### src/rtl/rxq_pkg.sv
package rxq_pkg;
  typedef struct packed {
    logic push;
    logic pop;
    logic flush;
    logic fifoOn;
  } rxq_cmd_t;

  localparam logic [1:0] SEL_CTL = 2'd0;
  localparam logic [1:0] SEL_LVL = 2'd1;
  localparam logic [1:0] SEL_AUX = 2'd2;

  localparam int THR_W = 6;
  localparam logic [THR_W-1:0] COARSE_T0 = 6'd8;
  localparam logic [THR_W-1:0] COARSE_T1 = 6'd16;
  localparam logic [THR_W-1:0] COARSE_T2 = 6'd56;
  localparam logic [THR_W-1:0] COARSE_T3 = 6'd60;
endpackage

### src/rtl/rxq_store.sv
module rxq_store
  import rxq_pkg::*;
#(
  parameter int DEPTH = 64,
  parameter int DW    = 8,
  localparam int AW   = $clog2(DEPTH),
  localparam int CW   = $clog2(DEPTH + 1)
) (
  input  logic          clk,
  input  logic          rstN,
  input  rxq_cmd_t      cmd,
  input  logic [DW-1:0] pushData,
  output logic [DW-1:0] rdData,
  output logic [CW-1:0] count,
  output logic          empty,
  output logic          dropped
);
  logic [DW-1:0] mem [DEPTH];
  logic [AW-1:0] wrPtr, rdPtr;
  logic [CW-1:0] capacity;
  logic          full, pushOk, popOk;

  assign capacity = cmd.fifoOn ? CW'(DEPTH) : CW'(1);
  assign full     = (count >= capacity);
  assign empty    = (count == '0);
  assign pushOk   = cmd.push && !full && !cmd.flush;
  assign popOk    = cmd.pop && !empty && !cmd.flush;
  assign dropped  = cmd.push && full && !cmd.flush;

  function automatic logic [AW-1:0] stepPtr(input logic [AW-1:0] p, input logic on);
    if (!on) return '0;
    return (p == AW'(DEPTH - 1)) ? '0 : p + 1'b1;
  endfunction

  always_ff @(posedge clk) begin
    if (pushOk) mem[wrPtr] <= pushData;
  end

  always_ff @(posedge clk) begin
    if (!rstN) begin
      wrPtr  <= '0;
      rdPtr  <= '0;
      count  <= '0;
      rdData <= '0;
    end else if (cmd.flush) begin
      wrPtr <= '0;
      rdPtr <= '0;
      count <= '0;
    end else begin
      if (pushOk) wrPtr <= stepPtr(wrPtr, cmd.fifoOn);
      if (popOk) begin
        rdData <= mem[rdPtr];
        rdPtr  <= stepPtr(rdPtr, cmd.fifoOn);
      end
      count <= count + CW'(pushOk) - CW'(popOk);
    end
  end

  // the count never exceeds the storage depth
  a_r2_count_bound: assert property (@(posedge clk) disable iff (!rstN)
    count <= CW'(DEPTH));
  // with queue mode off at most one byte is held
  a_r9_single_slot: assert property (@(posedge clk) disable iff (!rstN)
    !cmd.fifoOn |-> count <= CW'(1));
  // a dropped push leaves the count alone
  a_r10_drop_keeps_count: assert property (@(posedge clk) disable iff (!rstN)
    (dropped && !cmd.pop) |=> count == $past(count));
  // a pop from an empty queue leaves rdData alone
  a_r11_empty_pop: assert property (@(posedge clk) disable iff (!rstN)
    (cmd.pop && empty && !cmd.flush) |=> $stable(rdData));
endmodule

### src/rtl/rxq_ctrl.sv
module rxq_ctrl
  import rxq_pkg::*;
#(
  parameter int DEPTH = 64,
  localparam int CW   = $clog2(DEPTH + 1)
) (
  input  logic          clk,
  input  logic          rstN,
  input  logic          pushEn,
  input  logic          popEn,
  input  logic          statusRd,
  input  logic          regWe,
  input  logic [1:0]    regSel,
  input  logic [7:0]    regWdata,
  input  logic          enhanceEn,
  input  logic [15:0]   baudDiv,
  input  logic [CW-1:0] count,
  input  logic          dropped,
  output rxq_cmd_t      cmd,
  output logic [7:0]    ctlReg,
  output logic          trigger,
  output logic          overrun
);
  logic [3:0]       lvlHi;
  logic             fineMode;
  logic             ctlWr, lowOk;
  logic [7:0]       ctlNext;
  logic [THR_W-1:0] threshold, fineThr, coarseThr;

  assign ctlWr = regWe && (regSel == SEL_CTL);
  assign lowOk = (baudDiv == 16'd0);

  always_comb begin
    ctlNext      = ctlReg;
    ctlNext[7:6] = regWdata[7:6];
    if (enhanceEn) ctlNext[5:4] = regWdata[5:4];
    if (lowOk)     ctlNext[3:0] = regWdata[3:0];
  end

  always_ff @(posedge clk) begin
    if (!rstN) begin
      ctlReg   <= 8'h00;
      lvlHi    <= 4'h0;
      fineMode <= 1'b0;
      overrun  <= 1'b0;
    end else begin
      if (ctlWr) ctlReg <= ctlNext;
      if (regWe && regSel == SEL_LVL) lvlHi <= regWdata[7:4];
      if (regWe && regSel == SEL_AUX) fineMode <= regWdata[7];
      if (dropped)       overrun <= 1'b1;
      else if (statusRd) overrun <= 1'b0;
    end
  end

  always_comb begin
    unique case (ctlReg[7:6])
      2'b00:   coarseThr = COARSE_T0;
      2'b01:   coarseThr = COARSE_T1;
      2'b10:   coarseThr = COARSE_T2;
      default: coarseThr = COARSE_T3;
    endcase
    fineThr = {lvlHi, ctlReg[7:6]};
    if (fineMode)            threshold = (fineThr == '0) ? THR_W'(1) : fineThr;
    else if (lvlHi != 4'h0)  threshold = {lvlHi, 2'b00};
    else                     threshold = coarseThr;
  end

  assign cmd.push   = pushEn;
  assign cmd.pop    = popEn;
  assign cmd.fifoOn = ctlReg[0];
  assign cmd.flush  = ctlWr && (ctlNext[0] != ctlReg[0]);

  assign trigger = ctlReg[0] ? (count >= CW'(threshold)) : (count != '0);

  // bits 5:4 hold when the enhanced enable is low
  a_r7_gate_hi: assert property (@(posedge clk) disable iff (!rstN)
    (ctlWr && !enhanceEn) |=> ctlReg[5:4] == $past(ctlReg[5:4]));
  // bits 3:0 hold while the divisor runs
  a_r8_gate_lo: assert property (@(posedge clk) disable iff (!rstN)
    (ctlWr && !lowOk) |=> ctlReg[3:0] == $past(ctlReg[3:0]));
  // a drop always leaves the sticky flag set
  a_r10_sticky: assert property (@(posedge clk) disable iff (!rstN)
    dropped |=> overrun);
  // a mode change empties the queue
  a_r9_flush: assert property (@(posedge clk) disable iff (!rstN)
    cmd.flush |=> count == '0);
endmodule

### src/rtl/rxq_trigger.sv
module rxq_trigger
  import rxq_pkg::*;
#(
  parameter int DEPTH = 64,
  parameter int DW    = 8,
  localparam int CW   = $clog2(DEPTH + 1)
) (
  input  logic          clk,
  input  logic          rstN,
  input  logic          pushEn,
  input  logic [DW-1:0] pushData,
  input  logic          popEn,
  output logic [DW-1:0] rdData,
  input  logic          statusRd,
  input  logic          regWe,
  input  logic [1:0]    regSel,
  input  logic [7:0]    regWdata,
  input  logic          enhanceEn,
  input  logic [15:0]   baudDiv,
  output logic [7:0]    ctlValue,
  output logic          empty,
  output logic [CW-1:0] level,
  output logic          trigger,
  output logic          overrun
);
  rxq_cmd_t cmd;
  logic     dropped;

  rxq_ctrl #(.DEPTH(DEPTH)) u_ctrl (
    .clk, .rstN, .pushEn, .popEn, .statusRd, .regWe, .regSel, .regWdata,
    .enhanceEn, .baudDiv, .count(level), .dropped, .cmd,
    .ctlReg(ctlValue), .trigger, .overrun
  );

  rxq_store #(.DEPTH(DEPTH), .DW(DW)) u_store (
    .clk, .rstN, .cmd, .pushData, .rdData, .count(level), .empty, .dropped
  );
endmodule

### config.mk
export PLATFORM = sky130hd
export DESIGN_NAME = rxq_trigger
export DESIGN_NICKNAME = d
export VERILOG_FILES = /design/src/rtl/rxq_pkg.sv /design/src/rtl/rxq_store.sv /design/src/rtl/rxq_ctrl.sv /design/src/rtl/rxq_trigger.sv
export SDC_FILE = /design/constraint.sdc
export NUM_CORES = 1
export LEC_CHECK = 0
export BUFFER_PORTS_ARGS = -buffer_cell sky130_fd_sc_hd__buf_4
export CORE_ASPECT_RATIO = 0.7
export CORE_UTILIZATION = 40
export DETAILED_ROUTE_END_ITERATION = 6
export PLACE_DENSITY = 0.65
export SLEW_MARGIN = 20
export SYNTH_ARGS = -nofsm -noshare
export SYNTH_HDL_FRONTEND = slang
export SYNTH_HIERARCHICAL = 1
export SYNTH_SLANG_ARGS = --single-unit
export TNS_END_PERCENT = 5
### constraint.sdc
create_clock -name clk -period 5.8 [get_ports clk]
set_clock_uncertainty 0.15 [all_clocks]
set_input_delay 1.16 -clock clk [delete_from_list [all_inputs] [get_ports clk]]
set_output_delay 1.16 -clock clk [all_outputs]
set_load 0.1 [all_outputs]
==> reports/metrics.csv <==
stage,metric,value,unit
outcome,result of the run,"complete, no violations",
pwr,post-route total power,9.021,mW
clock_tree,Worst-path clk slew,0.07,ns
global_routing,total congestion overflow after global routing,0,
clock_tree,CTS Buf Count,50,
worst_setup_path,Startpoint Class,flop,
floorplanning,number of rows created at floorplan,72,
layout,share of final-layout standard cells stronger than drive strength 1,0.2152,
synth,share of the synthesized area in compound gates (AO/OA/AOI/OAI),0.03865,
floorplanning,Core Box Area,0.05513,sq mm
detailed_routing,antenna-violating nets left,0,
layout,antenna fix cells,0,
worst_setup_path,Crit path buffers/inverters,2,
sta,final hold slack,0.3101,ns
synth,mux cell area share after synthesis,0.1441,
layout,Layout Utilization,0.4563,
detailed_routing,wire per inst,24.85,um
floorplanning,Initial Util,0.4045,
sta,RSZ-0062 raised after global routing,false,
sta,Setup TNS,0,ns
worst_setup_path,Worst Setup End Kind,flop,
worst_setup_path,cell with the largest stage delay on the worst path,sky130_fd_sc_hd__nor2_1,
worst_setup_path,sequence of cells on the critical path,inv_1 > ha_1 > and4b_1 > o41ai_1 > and3_1 > inv_1 > nor2_1 > nand3_1 > nor2_1,
detailed_routing,first-pass iteration count of the detailed router,5,
floorplanning,area enclosed by the die boundary,0.05672,sq mm
worst_setup_path,family with the most delay on the worst path,simple AND/OR/NAND/NOR gates,
synth,fraction of synthesis flops using an asynchronous set or reset pin,0,
floorplanning,horizontal die dimension,284.2,um
global_routing,initial antenna violation count,1,
synth,count of mapped cells out of synthesis,1247,
global_routing,first-pass GRT wire length,76.82,mm
worst_setup_path,top fanout value on the critical path,10,
layout,synth-to-layout area growth,12.80,%
sta,peak clock frequency supported by timing,224.4,MHz
place,pre-CTS worst setup slack,0.8039,ns
synth,Synth Area in Adders,0.01324,
place,DPL Wire Length,31.95,mm
pwr,peak ir drop on the vdd network,0.2802,mV
synth,main combinational cell family by area after synthesis,multiplexers,
synth,count of yosys warnings during synthesis,6,
synth,part of the Yosys area used for sequential elements,0.7262,
synth,#FFs+latches synth,553,
detailed_routing,vias post-DR,12000,
min_path,Worst Hold Launch,u_ctrl/ctlReg[5]$_SDFFE_PN0P_,
detailed_routing,detailed-route DRC error count,0,
sta,final worst-path setup slack,1.344,ns
synth,number of synthesized flops with an enable pin,512,
detailed_routing,vias per cell,5.738,
clock_tree,maximum count of clock buffers along a single path,3,
synth,post-synthesis cell area,0.02230,sq mm
sta,share of the clock period used by the worst path,0.7682,
min_path,Worst Hold Depth,2,
pwr,reported leakage power,7.802,nW
global_routing,total routing resource utilization after global routing,0.1836,
min_path,Hold Crit Class,reg2reg,
worst_setup_path,delay of the slowest cell on the worst path,0.89,ns
detailed_routing,DRC marker count from the first detailed-route iteration,1384,
place,IO buf count,66,
floorplanning,I/O pin cnt,67,
global_routing,number of global-route vias before repair,11490,
synth,share of the synthesized netlist area taken by xor and xnor gates,0.002356,
sta,Tightest Pin Transition,1.049,ns
worst_setup_path,Reg2Reg Depth,9,
clock_tree,hold-fix buffer count after cts,0,
clock_tree,clk sinks,553,
sta,post-layout min period,4.456,ns
sta,"Hold Vio Cnt, Final",0,
worst_setup_path,Setup CP Type,reg2reg,
clock_tree,clock tree root driver cell,sky130_fd_sc_hd__clkbuf_16,
clock_tree,Max H-tree Level,2,
place,Final Wtd Congestion,0.8719,
clock_tree,total of cells resized after clock tree synthesis,0,
layout,"commonest non-fill, non-tap cells in the layout","sky130_fd_sc_hd__edfxtp_1, sky130_fd_sc_hd__mux4_2, sky130_fd_sc_hd__nor2_1, sky130_fd_sc_hd__buf_4, sky130_fd_sc_hd__mux2i_1",
pwr,pwr/cell area,358.6,mW/mm^2
synth,syn nets,1311,
sta,final max-slew violation count,0,
worst_setup_path,WP data required,5.85,ns
clock_tree,Post CTS Setup Buffer Count,0,
sta,count of endpoints failing setup in the final report,0,
clock_tree,CTS tree,yes,
synth,dominant register cell in the synthesized netlist,sky130_fd_sc_hd__edfxtp_1,
job,count of max-cap constraint violations,0,
worst_setup_path,start of the worst register-to-register path,u_store/count[0]$_SDFF_PP0_,
synth,"share of synthesized cell area in and, or, nand and nor gates",0.05576,
detailed_routing,total routed wirelength,51.98,mm
sta,worst slew margin relative to its limit,0.3008,
worst_setup_path,Levels on crit path,9,
layout,"most common cell after layout, fill and taps aside",sky130_fd_sc_hd__edfxtp_1,
floorplanning,vertical die dimension,199.6,um
synth,Synth Area per Inst,17.89,sq um
worst_setup_path,register-to-register path setup slack,1.34,ns
clock_tree,Clock Latency Late Sink,0.57,ns
worst_setup_path,worst setup path startpoint,u_store/count[0]$_SDFF_PP0_,
layout,number of nets in the final layout,1378,
worst_setup_path,arrival time of data at the critical path endpoint,4.50,ns
global_routing,largest net degree at the start of global routing,65,
synth,number of unique standard cell types used by synthesis,60,
==> logic make-up after synthesis <==
| kind of cell | Yosys count |
|---|---|
| DFF | 553 |
| muxes | 185 |
| buffers and inverters | 91 |
| and+or+nand+nor | 256 |
| xor gates and xnor gates | 6 |
| adders and majority gates | 23 |
| AOI/OAI and AO/OA | 133 |
==> layout make-up <==
type	count	area, sq um
clock buffers	68	1434
clock inverters	22	193.9
fillers	4711	29980
inverters	22	82.58
multi-input cells	603	5670
flip-flops and latches	553	16210
well taps	740	925.9
repair buffers	84	643.1
==> through the flow <==
step                instances  cell area [sq um]
floorplan                1247              22300
global placement         2002              23530
detailed placement       2002              23530
CTS                      2092              25160
global route             2092              25160
finish                   2092              25160
==> worst paths after layout <==
kind	endpoint
setup / recovery	u_store/mem[43][5]$_DFFE_PP_
hold / removal	u_ctrl/ctlReg[5]$_SDFFE_PN0P_
setup reg to reg	u_store/mem[43][5]$_DFFE_PP_
hold reg to reg	u_ctrl/ctlReg[5]$_SDFFE_PN0P_
==> Yosys cell counts (4+ instances only) <==
library cell                 n  area share
sky130_fd_sc_hd__a31oi_1    14      0.0039
sky130_fd_sc_hd__buf_4      13      0.0044
sky130_fd_sc_hd__nand2b_1    7      0.0020
sky130_fd_sc_hd__a22oi_1    15      0.0050
sky130_fd_sc_hd__nand3b_1    6      0.0020
sky130_fd_sc_hd__nand3_1    33      0.0074
sky130_fd_sc_hd__inv_1      21      0.0035
sky130_fd_sc_hd__clkbuf_1   29      0.0049
sky130_fd_sc_hd__mux2i_1    68       0.031
sky130_fd_sc_hd__o22ai_1     5      0.0014
sky130_fd_sc_hd__nor2_1    103       0.017
sky130_fd_sc_hd__a22o_1      5      0.0020
sky130_fd_sc_hd__edfxtp_1  512        0.69
sky130_fd_sc_hd__o21ai_0    21      0.0047
sky130_fd_sc_hd__and2_1      4      0.0011
sky130_fd_sc_hd__mux2_2      9      0.0045
sky130_fd_sc_hd__o21a_1      7      0.0024
sky130_fd_sc_hd__nand4b_1    4      0.0016
sky130_fd_sc_hd__or3_1       4      0.0011
sky130_fd_sc_hd__ha_1       22       0.012
sky130_fd_sc_hd__a21oi_1    35      0.0079
sky130_fd_sc_hd__o31a_1      5      0.0020
sky130_fd_sc_hd__and3_1      4      0.0011
sky130_fd_sc_hd__nor2b_1    18      0.0050
sky130_fd_sc_hd__buf_2      15      0.0034
sky130_fd_sc_hd__or2_2       5      0.0014
sky130_fd_sc_hd__dfxtp_1    41       0.037
sky130_fd_sc_hd__buf_6       4      0.0020
sky130_fd_sc_hd__nor3_1     13      0.0029
sky130_fd_sc_hd__nand4_1     5      0.0014
sky130_fd_sc_hd__nor4_1      7      0.0020
sky130_fd_sc_hd__buf_1       8      0.0013
sky130_fd_sc_hd__o211ai_1    6      0.0020
sky130_fd_sc_hd__nand2_1    35      0.0059
sky130_fd_sc_hd__a221oi_1    5      0.0020
sky130_fd_sc_hd__mux4_2    108        0.11
==> worst min-delay path, delay by kind of cell, from the launching register on <==
kind             cells  cell delay (ns)
AND/OR/NAND/NOR      1             0.05
AO/OA/AOI/OAI        1             0.05
flip-flops           1             0.31
==> where the power goes <==
group	switching [mW]	total, mW	internal, mW
combinational	0.806	1.18	0.377
clock	1.44	3.30	1.87
sequential	0.116	4.53	4.42
==> registers in the layout (all words and copies together) (netlist names) <==
name / flops
u_ctrl/fineMode: 1
u_ctrl/ctlReg: 8
u_store/mem: 512
u_store/wrPtr: 6
u_store/count: 7
u_store/rdData: 8
u_store/rdPtr: 6
u_ctrl/overrun: 1
u_ctrl/lvlHi: 4
==> layer usage <==
layer / part of all wire / track usage / vias to the layer above
met5: 0 / 0 / -
met4: 0.012 / 0.02907 / 0
met3: 0.098 / 0.04406 / 63
met2: 0.42 / 0.2556 / 554
met1: 0.47 / 0.2921 / 6283
li1: - / - / 5103
No activity file was read; power rests on OpenSTA's default activity.
